[config.mk]
export PLATFORM = sky130hd
export DESIGN_NAME = hb_gate_ctrl
export DESIGN_NICKNAME = d
export VERILOG_FILES = /design/src/rtl/hbg_pkg.sv /design/src/rtl/hbg_sync.sv /design/src/rtl/hbg_enable_gate.sv /design/src/rtl/hbg_demand.sv /design/src/rtl/hbg_leg_fsm.sv /design/src/rtl/hb_gate_ctrl.sv
export SDC_FILE = /design/constraint.sdc
export NUM_CORES = 1
export LEC_CHECK = 0
export ABC_CLOCK_PERIOD_IN_PS = 2400
export BUFFER_PORTS_ARGS = -buffer_cell sky130_fd_sc_hd__buf_4
export CAP_MARGIN = 30
export CORE_UTILIZATION = 25
export DETAILED_ROUTE_END_ITERATION = 10
export SYNTH_ARGS = -nofsm -noshare
export SYNTH_HDL_FRONTEND = slang
export SYNTH_SLANG_ARGS = --single-unit
[constraint.sdc]
create_clock -name clk -period 2.4 [get_ports clk]
set_input_delay 0.6 -clock clk [delete_from_list [all_inputs] [get_ports clk]]
set_output_delay 0.6 -clock clk [all_outputs]
set_load 0.05 [all_outputs]
[src/rtl/hbg_pkg.sv]
package hbg_pkg;

    typedef enum logic [1:0] {
        ST_IDLE = 2'd0,
        ST_HIGH = 2'd1,
        ST_LOW  = 2'd2,
        ST_GAP  = 2'd3
    } leg_state_e;

    typedef struct packed {
        logic pin;
        logic nin;
        logic mode;
        logic enable;
        logic rst_ok;
    } ctrl_in_t;

    localparam ctrl_in_t CTRL_RESET = '{pin: 1'b0, nin: 1'b0, mode: 1'b1,
                                        enable: 1'b0, rst_ok: 1'b0};

endpackage

[src/rtl/hbg_sync.sv]
module hbg_sync #(
    parameter int           W       = 1,
    parameter logic [W-1:0] RST_VAL = '0
) (
    input  logic         clk,
    input  logic         rst_n,
    input  logic [W-1:0] d,
    output logic [W-1:0] q
);
    for (genvar i = 0; i < W; i++) begin : g_bit
        logic [1:0] stage;
        always_ff @(posedge clk or negedge rst_n) begin
            if (!rst_n) stage <= {2{RST_VAL[i]}};
            else        stage <= {stage[0], d[i]};
        end
        assign q[i] = stage[1];
    end
endmodule

[src/rtl/hbg_enable_gate.sv]
module hbg_enable_gate #(
    parameter int EN_DLY = 7500
) (
    input  logic clk,
    input  logic rst_n,
    input  logic en_s,
    input  logic ok_s,
    output logic run
);
    localparam int          CW    = $clog2(EN_DLY + 1);
    localparam logic [CW-1:0] LIMIT = CW'(EN_DLY);

    logic [CW-1:0] wait_cnt;
    logic          allowed;

    assign allowed = en_s && ok_s;

    always_ff @(posedge clk or negedge rst_n) begin
        if (!rst_n)              wait_cnt <= '0;
        else if (!allowed)       wait_cnt <= '0;
        else if (wait_cnt != LIMIT) wait_cnt <= wait_cnt + CW'(1);
    end

    assign run = allowed && (wait_cnt == LIMIT);
endmodule

[src/rtl/hbg_demand.sv]
module hbg_demand (
    input  logic mode_s,
    input  logic pin_s,
    input  logic nin_s,
    output logic want_p,
    output logic want_n
);
    always_comb begin
        if (mode_s) begin
            want_p = pin_s && !nin_s;
            want_n = nin_s && !pin_s;
        end else begin
            want_p = nin_s;
            want_n = !nin_s;
        end
    end
endmodule

[src/rtl/hbg_leg_fsm.sv]
module hbg_leg_fsm
    import hbg_pkg::*;
#(
    parameter int DT_W   = 6,
    parameter int MIN_PW = 10
) (
    input  logic            clk,
    input  logic            rst_n,
    input  logic            run,
    input  logic            mode_s,
    input  logic            want_p,
    input  logic            want_n,
    input  logic [DT_W-1:0] dead_cnt,
    output logic            p_on,
    output logic            n_on
);
    localparam int SPAN  = (MIN_PW > (1 << DT_W)) ? MIN_PW : (1 << DT_W);
    localparam int CNT_W = $clog2(SPAN + 1);

    leg_state_e       cur, nxt;
    logic [CNT_W-1:0] tick;
    logic [CNT_W-1:0] eff_dead;
    logic             min_done, gap_done;

    assign eff_dead = (dead_cnt == '0) ? CNT_W'(1) : CNT_W'(dead_cnt);
    assign min_done = tick >= CNT_W'(MIN_PW);
    assign gap_done = tick >= eff_dead;

    always_comb begin
        nxt = cur;
        if (!run) begin
            nxt = ST_IDLE;
        end else begin
            unique case (cur)
                ST_IDLE: begin
                    if (want_p)      nxt = ST_HIGH;
                    else if (want_n) nxt = ST_LOW;
                end
                ST_HIGH: begin
                    if (min_done && !want_p) begin
                        if (!mode_s)     nxt = ST_GAP;
                        else if (want_n) nxt = ST_LOW;
                        else             nxt = ST_IDLE;
                    end
                end
                ST_LOW: begin
                    if (min_done && !want_n) begin
                        if (!mode_s)     nxt = ST_GAP;
                        else if (want_p) nxt = ST_HIGH;
                        else             nxt = ST_IDLE;
                    end
                end
                ST_GAP: begin
                    if (gap_done) begin
                        if (want_p)      nxt = ST_HIGH;
                        else if (want_n) nxt = ST_LOW;
                        else             nxt = ST_IDLE;
                    end
                end
                default: nxt = ST_IDLE;
            endcase
        end
    end

    always_ff @(posedge clk or negedge rst_n) begin
        if (!rst_n) cur <= ST_IDLE;
        else        cur <= nxt;
    end

    always_ff @(posedge clk or negedge rst_n) begin
        if (!rst_n)                       tick <= '0;
        else if (nxt != cur)              tick <= CNT_W'(1);
        else if (tick != {CNT_W{1'b1}})   tick <= tick + CNT_W'(1);
    end

    always_comb begin
        p_on = (cur == ST_HIGH);
        n_on = (cur == ST_LOW);
    end
endmodule

[src/rtl/hb_gate_ctrl.sv]
module hb_gate_ctrl
    import hbg_pkg::*;
#(
    parameter int DT_W   = 6,
    parameter int MIN_PW = 10,
    parameter int EN_DLY = 7500
) (
    input  logic            clk,
    input  logic            rst_n,
    input  logic            pin,
    input  logic            nin,
    input  logic            mode,
    input  logic            enable,
    input  logic            reset_ok,
    input  logic [DT_W-1:0] dead_cnt,
    output logic            p_on,
    output logic            n_on
);
    localparam int SW = $bits(ctrl_in_t);

    ctrl_in_t raw, syn;
    logic     en_s, ok_s, mode_s;
    logic     want_p, want_n, run;

    assign raw = '{pin: pin, nin: nin, mode: mode, enable: enable, rst_ok: reset_ok};

    hbg_sync #(.W(SW), .RST_VAL(CTRL_RESET)) u_sync (
        .clk(clk), .rst_n(rst_n), .d(raw), .q(syn)
    );

    assign en_s   = syn.enable;
    assign ok_s   = syn.rst_ok;
    assign mode_s = syn.mode;

    hbg_enable_gate #(.EN_DLY(EN_DLY)) u_gate (
        .clk(clk), .rst_n(rst_n), .en_s(en_s), .ok_s(ok_s), .run(run)
    );

    hbg_demand u_demand (
        .mode_s(mode_s), .pin_s(syn.pin), .nin_s(syn.nin),
        .want_p(want_p), .want_n(want_n)
    );

    hbg_leg_fsm #(.DT_W(DT_W), .MIN_PW(MIN_PW)) u_fsm (
        .clk(clk), .rst_n(rst_n), .run(run), .mode_s(mode_s),
        .want_p(want_p), .want_n(want_n), .dead_cnt(dead_cnt),
        .p_on(p_on), .n_on(n_on)
    );
endmodule

# After elaboration in Yosys (flattened, before gate mapping)
# Cells that the tools add are included.
[word_totals]
ff_bits = 32
input_bits = 13
output_inout_bits = 2
elab_cells = 52
[op_classes]
add_sub_neg = 2
n_lt_le_gt_ge = 2
eq_ne = 8
mux = 19
reduce_logical = 13
[op_table]
columns = ["operator", "n"]
rows = [
  ["2-to-1 mux 13 bit", 2],
  ["2-to-1 mux 2 bit", 10],
  ["2-to-1 mux 7 bit", 2],
  ["adder 13 x 1 -> 13 bit (second input constant)", 1],
  ["equality test 13 bit (second input constant)", 1],
  ["inequality test 13 bit (second input constant)", 1],
  ["case mux 2 bit (4 select lines)", 1],
  ["adder 7 x 1 -> 7 bit (second input constant)", 1],
  [">= comparator 7 x 4 -> 1 bit (second input constant)", 1],
  [">= comparator 7 bit", 1],
  ["inequality test 7 bit (second input constant)", 1],
  ["logical AND 1 bit", 6],
  ["logical NOT 6 bit", 1],
  ["2-to-1 mux 6 bit", 1],
  ["equality test 2 bit (second input constant)", 2],
  ["logical NOT 1 bit", 4],
  ["2-to-1 mux 1 bit", 3],
  ["equality test 2 x 1 -> 1 bit (second input constant)", 1],
  ["logical NOT 2 bit", 1],
  ["inequality test 2 bit", 1],
  ["inequality test 2 bit (second input constant)", 1],
  ["nonzero test 2 bit", 1],
]

# Longest topological paths before layout
# Gate-level depths: netlist of run 1.
[logic_depth]
ltp_word = 10
ltp_mapped = 9
depth_no_buf = 9

# Modules after synthesis
# From an unflattened synthesis of run 1, not the netlist that was laid out.
[hier_totals]
hier_cells = 195
area_unflattened_um2 = 1906.8
[modules_own_cells]
columns = ["module", "instances", "cells_each", "area_per_inst_um2", "seq_area_each_um2"]
rows = [
  ["hbg_leg_fsm", 1, 97, 849.6, 225.2],
  ["hbg_enable_gate", 1, 79, 740.7, 325.3],
  ["hbg_sync", 1, 15, 290.3, 252.7],
  ["hbg_demand", 1, 4, 26.3, 0.0],
]

# Least setup slack after synthesis of run 1
# OpenSTA, ideal clock, no wires.
[synth_timing]
path_kind = "input to register"
startpoint = "input dead_cnt[1]"
endpoint = "register u_fsm.tick[0]"
setup_ns = 0.131
arrival_ns = 2.613
t_required_ns = 2.269
slack_ns = -0.344
stages = 9
n_path_buf = 0
path_cell_list = "nor3_1 a31o_2 ha_1 nand2b_1 a2111oi_0 o31ai_1 a21oi_4 xnor2_2 or3_1"
[synth_between]
elab_chain_cells = 8
elab_cells_between_ends = 9
cone_classes = "order compare (1); eq/ne (1); mux (5); reduce/logical (2)"
[synth_rtl]
columns = ["element", "line", "text"]
rows = [
  ["from (decl)", "hb_gate_ctrl.sv:15", "input logic [DT_W-1:0] dead_cnt,"],
  ["logical NOT 6 bit", "hbg_leg_fsm.sv:25", "assign eff_dead = (dead_cnt == '0) ? CNT_W'(1) : CNT_W'(dead_cnt);"],
  ["2-to-1 mux 6 bit (*)", "hbg_leg_fsm.sv:25", ""],
  [">= comparator 7 bit (*)", "hbg_leg_fsm.sv:27", "assign gap_done = tick >= eff_dead;"],
  ["2-to-1 mux 2 bit (*)", "hbg_leg_fsm.sv:54", "if (gap_done) begin"],
  ["case mux 2 bit (4 select lines) (*)", "hbg_leg_fsm.sv:34", "unique case (cur)"],
  ["2-to-1 mux 2 bit (*)", "hbg_leg_fsm.sv:31", "if (!run) begin"],
  ["named net u_fsm.nxt[0]", "hbg_leg_fsm.sv:20", "leg_state_e cur, nxt;"],
  ["inequality test 2 bit (*)", "hbg_leg_fsm.sv:72", "else if (nxt != cur) tick <= CNT_W'(1);"],
  ["2-to-1 mux 7 bit / nonzero test 2 bit (equally long branches)", "--", ""],
  ["to (signal assigned)", "hbg_leg_fsm.sv:73", "else if (tick != {CNT_W{1'b1}}) tick <= tick + CNT_W'(1);"],
  ["to (decl)", "hbg_leg_fsm.sv:21", "logic [CNT_W-1:0] tick;"],
]
# Mark *: on every way through the listed nets, which the timed path passes. The rest lies on a longest branch.
# A chain may end at the register's enable or synchronous reset.

# Final worst setup path of run 1
[layout_timing]
startpoint = "register u_gate.wait_cnt[1]"
endpoint = "register u_fsm.tick[0]"
[layout_between]
elab_chain_cells = 5
elab_cells_between_ends = 6
cone_classes = "eq/ne (2); mux (2); reduce/logical (2)"
[layout_rtl]
columns = ["element", "line", "text"]
rows = [
  ["from (decl)", "hbg_enable_gate.sv:13", "logic [CW-1:0] wait_cnt;"],
  ["from (signal assigned)", "hbg_enable_gate.sv:21", "else if (wait_cnt != LIMIT) wait_cnt <= wait_cnt + CW'(1);"],
  ["equality test 13 bit (*)", "hbg_enable_gate.sv:24", "assign run = allowed && (wait_cnt == LIMIT);"],
  ["logical AND 1 bit (*)", "hbg_enable_gate.sv:24", ""],
  ["2-to-1 mux 2 bit (*)", "hbg_leg_fsm.sv:31", ""],
  ["named net u_fsm.nxt[0]", "hbg_leg_fsm.sv:20", ""],
  ["inequality test 2 bit (*)", "hbg_leg_fsm.sv:72", ""],
  ["2-to-1 mux 7 bit / nonzero test 2 bit (equally long branches)", "--", ""],
]
# Marked as above.

==> results of run 1 <==
-- Yosys cell counts, types with 2 or more instances --
| master | count | share of area |
|---|---|---|
| o31ai_1 | 2 | 0.0088 |
| nand4_1 | 2 | 0.0073 |
| and3_1 | 5 | 0.018 |
| inv_1 | 11 | 0.024 |
| clkbuf_1 | 2 | 0.0044 |
| nand2_1 | 11 | 0.024 |
| dfstp_2 | 2 | 0.031 |
| nor3_1 | 7 | 0.020 |
| a21oi_1 | 3 | 0.0088 |
| nor2_1 | 18 | 0.040 |
| xnor2_1 | 4 | 0.020 |
| ha_1 | 10 | 0.073 |
| nand2b_1 | 2 | 0.0073 |
| nand3_1 | 12 | 0.035 |
| o21a_1 | 3 | 0.013 |
| o21ai_0 | 4 | 0.012 |
| xor2_1 | 7 | 0.036 |
| o21ai_1 | 2 | 0.0059 |
| dfrtp_1 | 30 | 0.44 |
-- power by group --
part / switching (mW) / total, mW / internal (mW) / leakage, nW
clock network: 0.185 / 0.493 / 0.308 / 0.0552
registers: 0.00529 / 0.556 / 0.551 / 0.406
logic: 0.0333 / 0.0665 / 0.0332 / 0.534
-- metrics by stage --
step / cell area (um2) / setup TNS [ns] / util
detailed placement: 2031 / -1.434 / 0.3144
floorplan: 1769 / -0.04064 / -
CTS: 2182 / -0.2058 / 0.3379
finish: 2213 / -0.3550 / 0.3427
global placement: 2031 / -1.381 / 0.3144
global route: 2213 / -1.301 / 0.3427
-- worst max-delay path, delay by kind of cell, from the launching register on --
family,cells,cell delay [ns]
adders and majority gates,1,0.13
and+or+nand+nor,3,1.24
AOI/OAI and AO/OA,2,0.44
xor gates and xnor gates,1,0.10
DFF,1,0.37
buffers and inverters,1,0.07
-- path summary, 6_finish.rpt --
check	from	endpoint	slack, ns
max	u_gate.wait_cnt[1]	u_fsm.tick[0]	-0.09
max in group asynchronous	rst_n	u_sync.g_bit[2].stage[0]	1.83
max reg2reg	u_gate.wait_cnt[1]	u_fsm.tick[0]	-0.09
min	rst_n	u_gate.wait_cnt[6]	0.25
min in group clk	u_sync.g_bit[0].stage[0]	u_sync.g_bit[0].stage[1]	0.35
min reg2reg	u_sync.g_bit[0].stage[0]	u_sync.g_bit[0].stage[1]	0.35
-- metal layers --
metal	vias up	track usage	routed length [um]
met4	0	0.04160	55
met2	18	0.1604	1490
met5	-	0	0
met3	5	0.03048	125
li1	649	-	-
met1	582	0.1179	1475
-- cells by family after synthesis --
| group | share of synthesized area |
|---|---|
| XOR/XNOR | 0.06589 |
| flip-flops | 0.4700 |
| adder cells (fa/ha/maj) | 0.07321 |
| AO/OA/AOI/OAI | 0.1406 |
| AND/OR/NAND/NOR | 0.2116 |
| buffers and inverters | 0.03880 |
-- timing repair --
item	4_1_cts	5_1_grt
pin swaps	2	3
endpoints found under the setup margin	7	7
setup buffers	1	1
gates resized for setup	8	3
-- final cells by class --
class / count / share of cell area
inverter: 12 / 0.02657
multi-input combinational: 120 / 0.4302
clock inverter: 2 / 0.01583
tap: 77 / 0.04353
timing repair buffer: 25 / 0.08819
clock buffer: 6 / 0.03279
sequential: 32 / 0.3629
-- registers in the layout, summed over array words and instances, names as in the netlist --
| signal | flops |
|---|---|
| u_fsm.cur | 2 |
| u_fsm.tick | 7 |
| u_gate.wait_cnt | 13 |
| u_sync.g_bit.stage | 10 |
-- cells in the final DEF (no fill, tap or decap), types with 2 or more instances in the layout --
master	synthesis	layout
xor2_1	7	7
buf_6	0	2
a21oi_1	3	2
inv_1	11	11
nor3_1	7	2
dfrtp_1	30	30
dfstp_2	2	2
o21ai_0	4	4
xnor2_1	4	4
and3_1	5	5
o21a_1	3	3
buf_4	0	23
nand3_1	12	12
nand4_1	2	2
nor3_2	0	3
nor2_1	18	18
clkbuf_8	0	5
o21ai_1	2	2
ha_1	10	9
nor3_4	0	2
nand2_1	11	11
==> impl_metrics.yaml, run 1 <==
outcome:
  status: "finished with violations"
  violations: "negative setup slack"
timing:
  setup_viol: 7
  fmax_ghz: 0.4019
  worst_hold_slack_ns: 0.2478
  maxSlewViolCount: 0
  clock_skew_ns: 0.003694
  postLayoutSetupSlackWorst_ns: -0.08793
  worst_pin_slew_ns: 0.4345
  slew_headroom: 0.7097
  fin_crit_ns: 2.488
  rsz0062_at_grt: "yes"
  fin_crit_sh: 1.037
  finalHoldViolations: 0
route:
  drtIter0Drc: 61
  drc: 0
  ant_nets: 0
  first_pass_iters: 6
  viasPerCell: 4.577
  routed_wl_um: 3146
  wl_per_cell_um: 11.48
  vias: 1254
finish:
  n_fill_cell: 652
  num-nets-final: 219
  multiInputGateArea_um2: 952.2
  drive_above_1_share: 0.2995
  ff_latch_area_um2: 803.3
  final_cell_count_no_fill: 274
  area_delta_synth_final_pct: 29.50
  antennaDiodeCount: 0
global_route:
  grt-ovfl-total: 0
  grt_pass1_vias: 1265
  antenna_found_initial: 0
  grt_usage: 0.09749
  grt_max_degree: 33
  grt_first_pass_wirelength_um: 5478
cts:
  clock-sinks: 32
  clk_pin_slew_ns: 0.06
  clockBufferDepth: 2
  ctsHtreeMaxLevel: 2
  cts_buffers: 5
  hold_buffers: 0
  clockRootBuffer: "clkbuf_8"
  insertion_delay_ns: 0.28
  cts_tree: "yes"
floorplanning:
  initial_core_util: 0.2646
  dieArea_mm2: 0.007172
  ios: 15
  die_h_um: 84.69
  num_rows: 29
  coreArea_mm2: 0.006459
  die_x_um: 84.69
logic_synthesis:
  seq_area_frac_synth: 0.4700
  netlist_instances: 166
  synth.distinct_cells: 48
  synthArstFlopShare: 1.000
  synth-edff-count: 0
  synth_area_per_cell_um2: 10.30
  synth_area_mm2: 0.001709
  synth.net_count: 189
  synth_seq_cells: 32
  ys_warn_count: 0
  synth_top_flop_cell: "dfrtp_1"
placement:
  gp_congestion: 0.7589
  port_buffers: 14
  placedCellCount: 264
  place_ws_ns: -0.2330
  dp_hpwl_um: 2252
worst_setup_path:
  cp_slowest_cell: "or4_4"
  reg2regPathDepth: 8
  worstPathRequired_ns: 2.56
  path_cells: "inv_1 > ha_1 > or4b_4 > or4_4 > a41o_1 > a21oi_4 > xnor2_4 > or3_1"
  arrival_ns: 2.64
  critPathKind: "reg -> reg"
  path_max_fanout: 4
  critPathCaptureType: "register"
  crit_path_max_incr_delay_ns: 0.47
  start_kind: "register"
min_path:
  hold_class: "in -> async"
pwr:
  p_per_area_mw_per_mm2: 504.1
  power.total_mw: 1.116
  ir_drop_v: 0.0003322
  p_leak_nw: 0.9957
flow_run:
  drv_cap: 0
No activity file was read; power rests on OpenSTA's default activity.
==> run 2, diff against run 1 <==
CELL_PAD_IN_SITES_DETAIL_PLACEMENT = 1   (was not set)
CELL_PAD_IN_SITES_GLOBAL_PLACEMENT = 2   (was not set)
PLACE_DENSITY_LB_ADDON = 0.1   (was not set)
==> run 2 against run 1 <==
Net effect: the run still ends with negative setup slack left; hold slack improved by 0.0011 ns; combinational power increased by 11%; sequential share of layout area decreased by 0.82 points; critical path depth unchanged; non-clock buffer count increased by 7; critical endpoint unchanged; largest cell class unchanged.
==> impl_metrics.yaml, run 2 (same netlist as run 1, synthesis figures left out) <==
timing:
  fmax_ghz: 0.4003
  finalHoldViolations: 0
  clock_skew_ns: 0.005667
  fin_crit_ns: 2.498
  worst_pin_slew_ns: 0.5378
  slew_headroom: 0.6376
  rsz0062_at_grt: "yes"
  setup_viol: 7
  postLayoutSetupSlackWorst_ns: -0.09828
  fin_crit_sh: 1.041
  setup_tns_ns: -0.4373
  maxSlewViolCount: 0
finish:
  ff_latch_area_um2: 803.3
  antennaDiodeCount: 0
  top_regs: "u_gate.wait_cnt (13), u_sync.g_bit.stage (10), u_fsm.tick (7)"
  largest_reg_flops: 13
  num-nets-final: 226
  n_fill_cell: 746
  top_register: "u_gate.wait_cnt"
  drive_above_1_share: 0.3186
  multiInputGateArea_um2: 950.9
  area_delta_synth_final_pct: 32.50
  most-common-layout-cells: "30 x buf_4, 30 x dfrtp_1, 18 x nor2_1"
worst_setup_path:
  path_max_fanout: 4
  start_kind: "register"
  path_cells: "inv_1 > ha_1 > or4b_4 > or4_4 > a41o_1 > a21oi_4 > xnor2_4 > or3_1"
  reg2regPathDepth: 8
  path_buf_inv: 1
  arrival_ns: 2.66
  critPathCaptureType: "register"
  r2r_end: "u_fsm.tick[0]"
  cp_slowest_cell: "or4_4"
  cp_top_family: "simple AND/OR/NAND/NOR gates"
  critPathKind: "reg -> reg"
  r2r-start: "u_gate.wait_cnt[1]"
  worstPathRequired_ns: 2.57
  crit_path_max_incr_delay_ns: 0.46
  r2r_setup_slack_ns: -0.1
pwr:
  p_leak_nw: 1.039
  power.total_mw: 1.136
  ir_drop_v: 0.0003291
  p_per_area_mw_per_mm2: 501.8
placement:
  port_buffers: 14
  gp_congestion: 0.7514
  dp_hpwl_um: 3044
floorplanning:
  num_rows: 29
  die_x_um: 84.69
  die_h_um: 84.69
  coreArea_mm2: 0.006459
  dieArea_mm2: 0.007172
  initial_core_util: 0.2646
  ios: 15
route:
  routed_wl_um: 4065
  drtIter0Drc: 45
  wl_per_cell_um: 14.47
  ant_nets: 0
  vias: 1347
  viasPerCell: 4.794
  drc: 0
  first_pass_iters: 5
cts:
  clock-sinks: 32
  insertion_delay_ns: 0.28
  cts_buffers: 5
  clockBufferDepth: 2
  clk_pin_slew_ns: 0.07
  cts_tree: "yes"
  hold_buffers: 0
  clockRootBuffer: "clkbuf_8"
  ctsHtreeMaxLevel: 2
global_route:
  antenna_found_initial: 0
  grt_first_pass_wirelength_um: 7024
  grt_usage: 0.1268
  grt_pass1_vias: 1498
  grt-ovfl-total: 0
  grt_max_degree: 33
flow_run:
  drv_cap: 0
outcome:
  violations: "negative setup slack"
  status: "finished with violations"
min_path:
  hold_class: "in -> async"
-- run 2: changes by cell type in the layout (fill, tap and decap cells not counted), sizes merged --
cell / previous run / this run
buf: 25 / 32
-- run 2: report_power, final --
part / switching (mW) / internal [mW] / total, mW
registers: 0.00494 / 0.551 / 0.556
logic: 0.0376 / 0.0359 / 0.0735
clock network: 0.199 / 0.308 / 0.507
-- run 2: stage by stage --
step	instance area [um2]	hold WS, ns	cells	utilization	worst slack [ns]
6_report	2265	0.2490	281	0.3506	-0.09828
5_1_grt	2265	0.2661	281	0.3506	-0.2005
4_1_cts	2241	0.2613	280	0.3470	-0.1082
3_5_place_dp	2076	0.3365	270	0.3214	-0.2743
3_3_place_gp	2076	0.3324	270	0.3214	-0.2163
2_1_floorplan	1769	0.3044	166	-	-0.04064
-- run 2: repair_timing --
item,in CTS,in global routing
setup endpoints to repair,7,7
gates resized for setup,8,2
buffers inserted,2,1
endpoints found under the hold margin,0,0
pin swaps,0,1
-- run 2: cell type report --
cell class                      instances  share of cell area
Inverter                               12             0.02597
Sequential cell                        32              0.3547
Tap cell                               77             0.04254
Multi-Input combinational cell        120              0.4199
Timing Repair Buffer                   32              0.1094
Clock buffer                            6             0.03204
Clock inverter                          2             0.01547
-- run 2: layer usage --
layer  global-route usage  wire length (um)  vias up  part of all wire
li1                     -                 -      663                 -
met1               0.1391              1720      663              0.42
met2               0.2373              2183       16              0.54
met3              0.03245                99        5             0.024
met4              0.04160                61        0             0.015
met5                    0                 0        -                 0
-- run 2: worst max path at each step --
stage                             from            end  slack [ns]  depth (start not counted)
floorplan                  dead_cnt[1]  u_fsm.tick[0]       -0.04                          9
global placement           dead_cnt[1]  u_fsm.tick[0]       -0.22                         10
detailed placement         dead_cnt[5]  u_fsm.tick[4]       -0.27                         10
CTS                 u_gate.wait_cnt[1]  u_fsm.tick[0]       -0.11                          8
global route        u_gate.wait_cnt[1]  u_fsm.tick[0]       -0.20                          8
finish              u_gate.wait_cnt[1]  u_fsm.tick[0]        -0.1                          8
==> run 3, diff against run 2 <==
ABC_AREA = 1   (was not set)
BUFFER_PORTS_ARGS = not set   (was -buffer_cell sky130_fd_sc_hd__buf_4)
DONT_BUFFER_PORTS = 1   (was not set)
==> run 3 against run 2 <==
Net effect: the run now ends clean; hold slack got worse by 0.12 ns; combinational power increased by 36%; largest power group unchanged; critical path type unchanged; via count increased by 9.6%; synthesized area increased by 4.8%; design area decreased by 8.9%.
==> impl_metrics.yaml, run 3 <==
cts:
  clk_pin_slew_ns: 0.08
  cts_buffers: 5
  clockRootBuffer: "clkbuf_8"
  cts_setup_buffers: 0
  post_cts_resized: 0
  clockBufferDepth: 2
  insertion_delay_ns: 0.29
  cts_tree: "yes"
  clock-sinks: 32
  ctsHtreeMaxLevel: 2
logic_synthesis:
  synth_top_flop_cell: "dfrtp_1"
  synth_top_family_by_area: "simple AND/OR/NAND/NOR gates"
  ys_warn_count: 0
  synth-edff-count: 0
  netlist_instances: 217
  synth_area_per_cell_um2: 8.251
  synth_top_area_share: 0.4193
  synth_area_mm2: 0.001790
  synth_top_cells_by_count: "39 x nand2_1, 35 x inv_1, 30 x dfrtp_1"
  yosysMostFrequentCell: "nand2_1"
  synth-xor-area-share: 0.01957
  synth_adder_area_share: 0.06988
  synth.net_count: 240
  synth_top_cell_by_area: "dfrtp_1"
  synthArstFlopShare: 1.000
  seq_area_frac_synth: 0.4486
  muxShareOfSynthArea: 0.005590
  yosys-top-cells-area: "dfrtp_1 42%, nand2_1 8.2%, inv_1 7.3%, ha_1 7.0%, nand3_1 3.9%"
  synth_simple_gate_area_frac: 0.2823
  synth_seq_cells: 32
  synth-compound-area-share: 0.09644
  synth.distinct_cells: 31
route:
  viasPerCell: 4.556
  wl_per_cell_um: 13.26
  drtIter0Drc: 22
  first_pass_iters: 4
  drc: 0
  ant_nets: 0
  vias: 1476
  routed_wl_um: 4295
flow_run:
  drv_cap: 0
timing:
  worst_hold_slack_ns: 0.1255
  rsz0062_at_grt: "no"
  fin_crit_sh: 0.8331
  slew_headroom: 0.6551
  setup_tns_ns: 0
  clock_skew_ns: 0.01180
  worst_pin_slew_ns: 0.5127
  maxSlewViolCount: 0
  fmax_ghz: 0.5001
  finalHoldViolations: 0
  fin_crit_ns: 2.000
  setup_viol: 0
worst_setup_path:
  arrival_ns: 2.17
  critPathCaptureType: "register"
  start_kind: "register"
  worstPathRequired_ns: 2.57
  path_max_fanout: 6
  critPathKind: "reg -> reg"
floorplanning:
  die_h_um: 86.63
  num_rows: 30
  die_x_um: 86.63
  coreArea_mm2: 0.006869
  ios: 15
  dieArea_mm2: 0.007504
  initial_core_util: 0.2607
global_route:
  grt_first_pass_wirelength_um: 7334
  antenna_found_initial: 0
  grt_usage: 0.1299
  grt_pass1_vias: 1552
  grt-ovfl-total: 0
  grt_max_degree: 30
pwr:
  p_per_area_mw_per_mm2: 580.3
  ir_drop_v: 0.0002908
  p_leak_nw: 0.9870
finish:
  num-nets-final: 250
  most-common-layout-cells: "39 x nand2_1, 35 x inv_1, 30 x dfrtp_1"
  largest_reg_flops: 13
  top_register: "u_gate.wait_cnt"
  antennaDiodeCount: 0
  final_common_cell: "nand2_1"
  drive_above_1_share: 0.1535
  final_area_mm2: 0.002063
  area_delta_synth_final_pct: 15.23
  n_fill_cell: 838
  top_regs: "u_gate.wait_cnt (13), u_sync.g_bit.stage (10), u_fsm.tick (7)"
placement:
  dp_hpwl_um: 3303
  port_buffers: 0
  gp_congestion: 0.7885
  dpl-instance-area_mm2: 0.001922
outcome:
  status: "complete, no violations"
min_path:
  hold_class: "in -> async"
[run 3: cell types whose count changed after synthesis, sizes merged, moves of 5 or more]
cell and change:
and3 -5, nand3 +5, xnor2 -5, a21oi +7
o21ai +7, nor2 +8, nand2 +32, inv +25
[run 3: worst paths after layout]
kind	from	endpoint	slack, ns	cells past startpoint
worst max register to register	u_fsm.tick[5]	u_fsm.tick[2]	0.40	13
worst min-delay path	rst_n	u_sync.g_bit[3].stage[1]	0.13	1
max in group asynchronous	rst_n	u_gate.wait_cnt[9]	1.67	1
worst max-delay path	u_fsm.tick[5]	u_fsm.tick[2]	0.40	13
min in group clk	mode	u_sync.g_bit[2].stage[0]	0.30	0
worst min register to register	u_sync.g_bit[1].stage[0]	u_sync.g_bit[1].stage[1]	0.35	0
[run 3: final cells by class]
| type | instances | area, um2 | area share |
|---|---|---|---|
| Sequential cell | 32 | 803.3 | 0.3893 |
| Multi-Input combinational cell | 148 | 848.3 | 0.4112 |
| Timing Repair Buffer | 4 | 45.04 | 0.02183 |
| Clock inverter | 3 | 42.54 | 0.02062 |
| Clock buffer | 5 | 68.82 | 0.03335 |
| Tap cell | 96 | 120.1 | 0.05822 |
| Inverter | 36 | 135.1 | 0.06549 |
[run 3: per-stage QoR]
stage	utilization	setup slack [ns]	total power [mW]	instances
detailed placement	0.2798	0.1292	0.6732	314
finish	0.3004	0.4005	1.197	324
global route	0.3004	0.2465	1.256	324
CTS	0.3004	0.3840	1.222	324
floorplan	-	0.4212	0.6490	217
global placement	0.2798	0.2449	0.6678	314
[run 3: power breakdown]
group | switching, mW | total [mW] | internal, mW
combinational | 0.0616 | 0.0996 | 0.0379
clock | 0.213 | 0.520 | 0.307
sequential | 0.0170 | 0.577 | 0.560
[run 3: per-layer routing]
| metal | share of wire | global-route usage | vias up |
|---|---|---|---|
| li1 | - | - | 724 |
| met1 | 0.43 | 0.1471 | 727 |
| met2 | 0.52 | 0.2388 | 20 |
| met3 | 0.028 | 0.02952 | 5 |
| met4 | 0.016 | 0.04545 | 0 |
| met5 | 0 | 0 | - |
[run 3: logic make-up after synthesis]
family          count (synthesis)
flops                          32
xor+xnor                        4
simple gates                  103
buf+inv                        37
fa+ha+maj                      10
compound gates                 30
mux                             1
[run 3: worst max-delay path, stage by stage, from the launching register on]
cell and delay (ns):
dfrtp_1 0.45, ha_1 0.32, inv_1 0.07, nor2_1 0.06, a21oi_1 0.24, nand3_1 0.13
nand2_1 0.08, nand2_1 0.06, nand2_2 0.09, nand3_2 0.07, nand2_1 0.08, nand2_2 0.07
nand2_4 0.12, nor2_2 0.04
[run 3: what timing repair did]
action,4_1_cts,5_1_grt
hold buffers,2,0
endpoints found under the hold margin,29,0
setup endpoints to repair,0,0
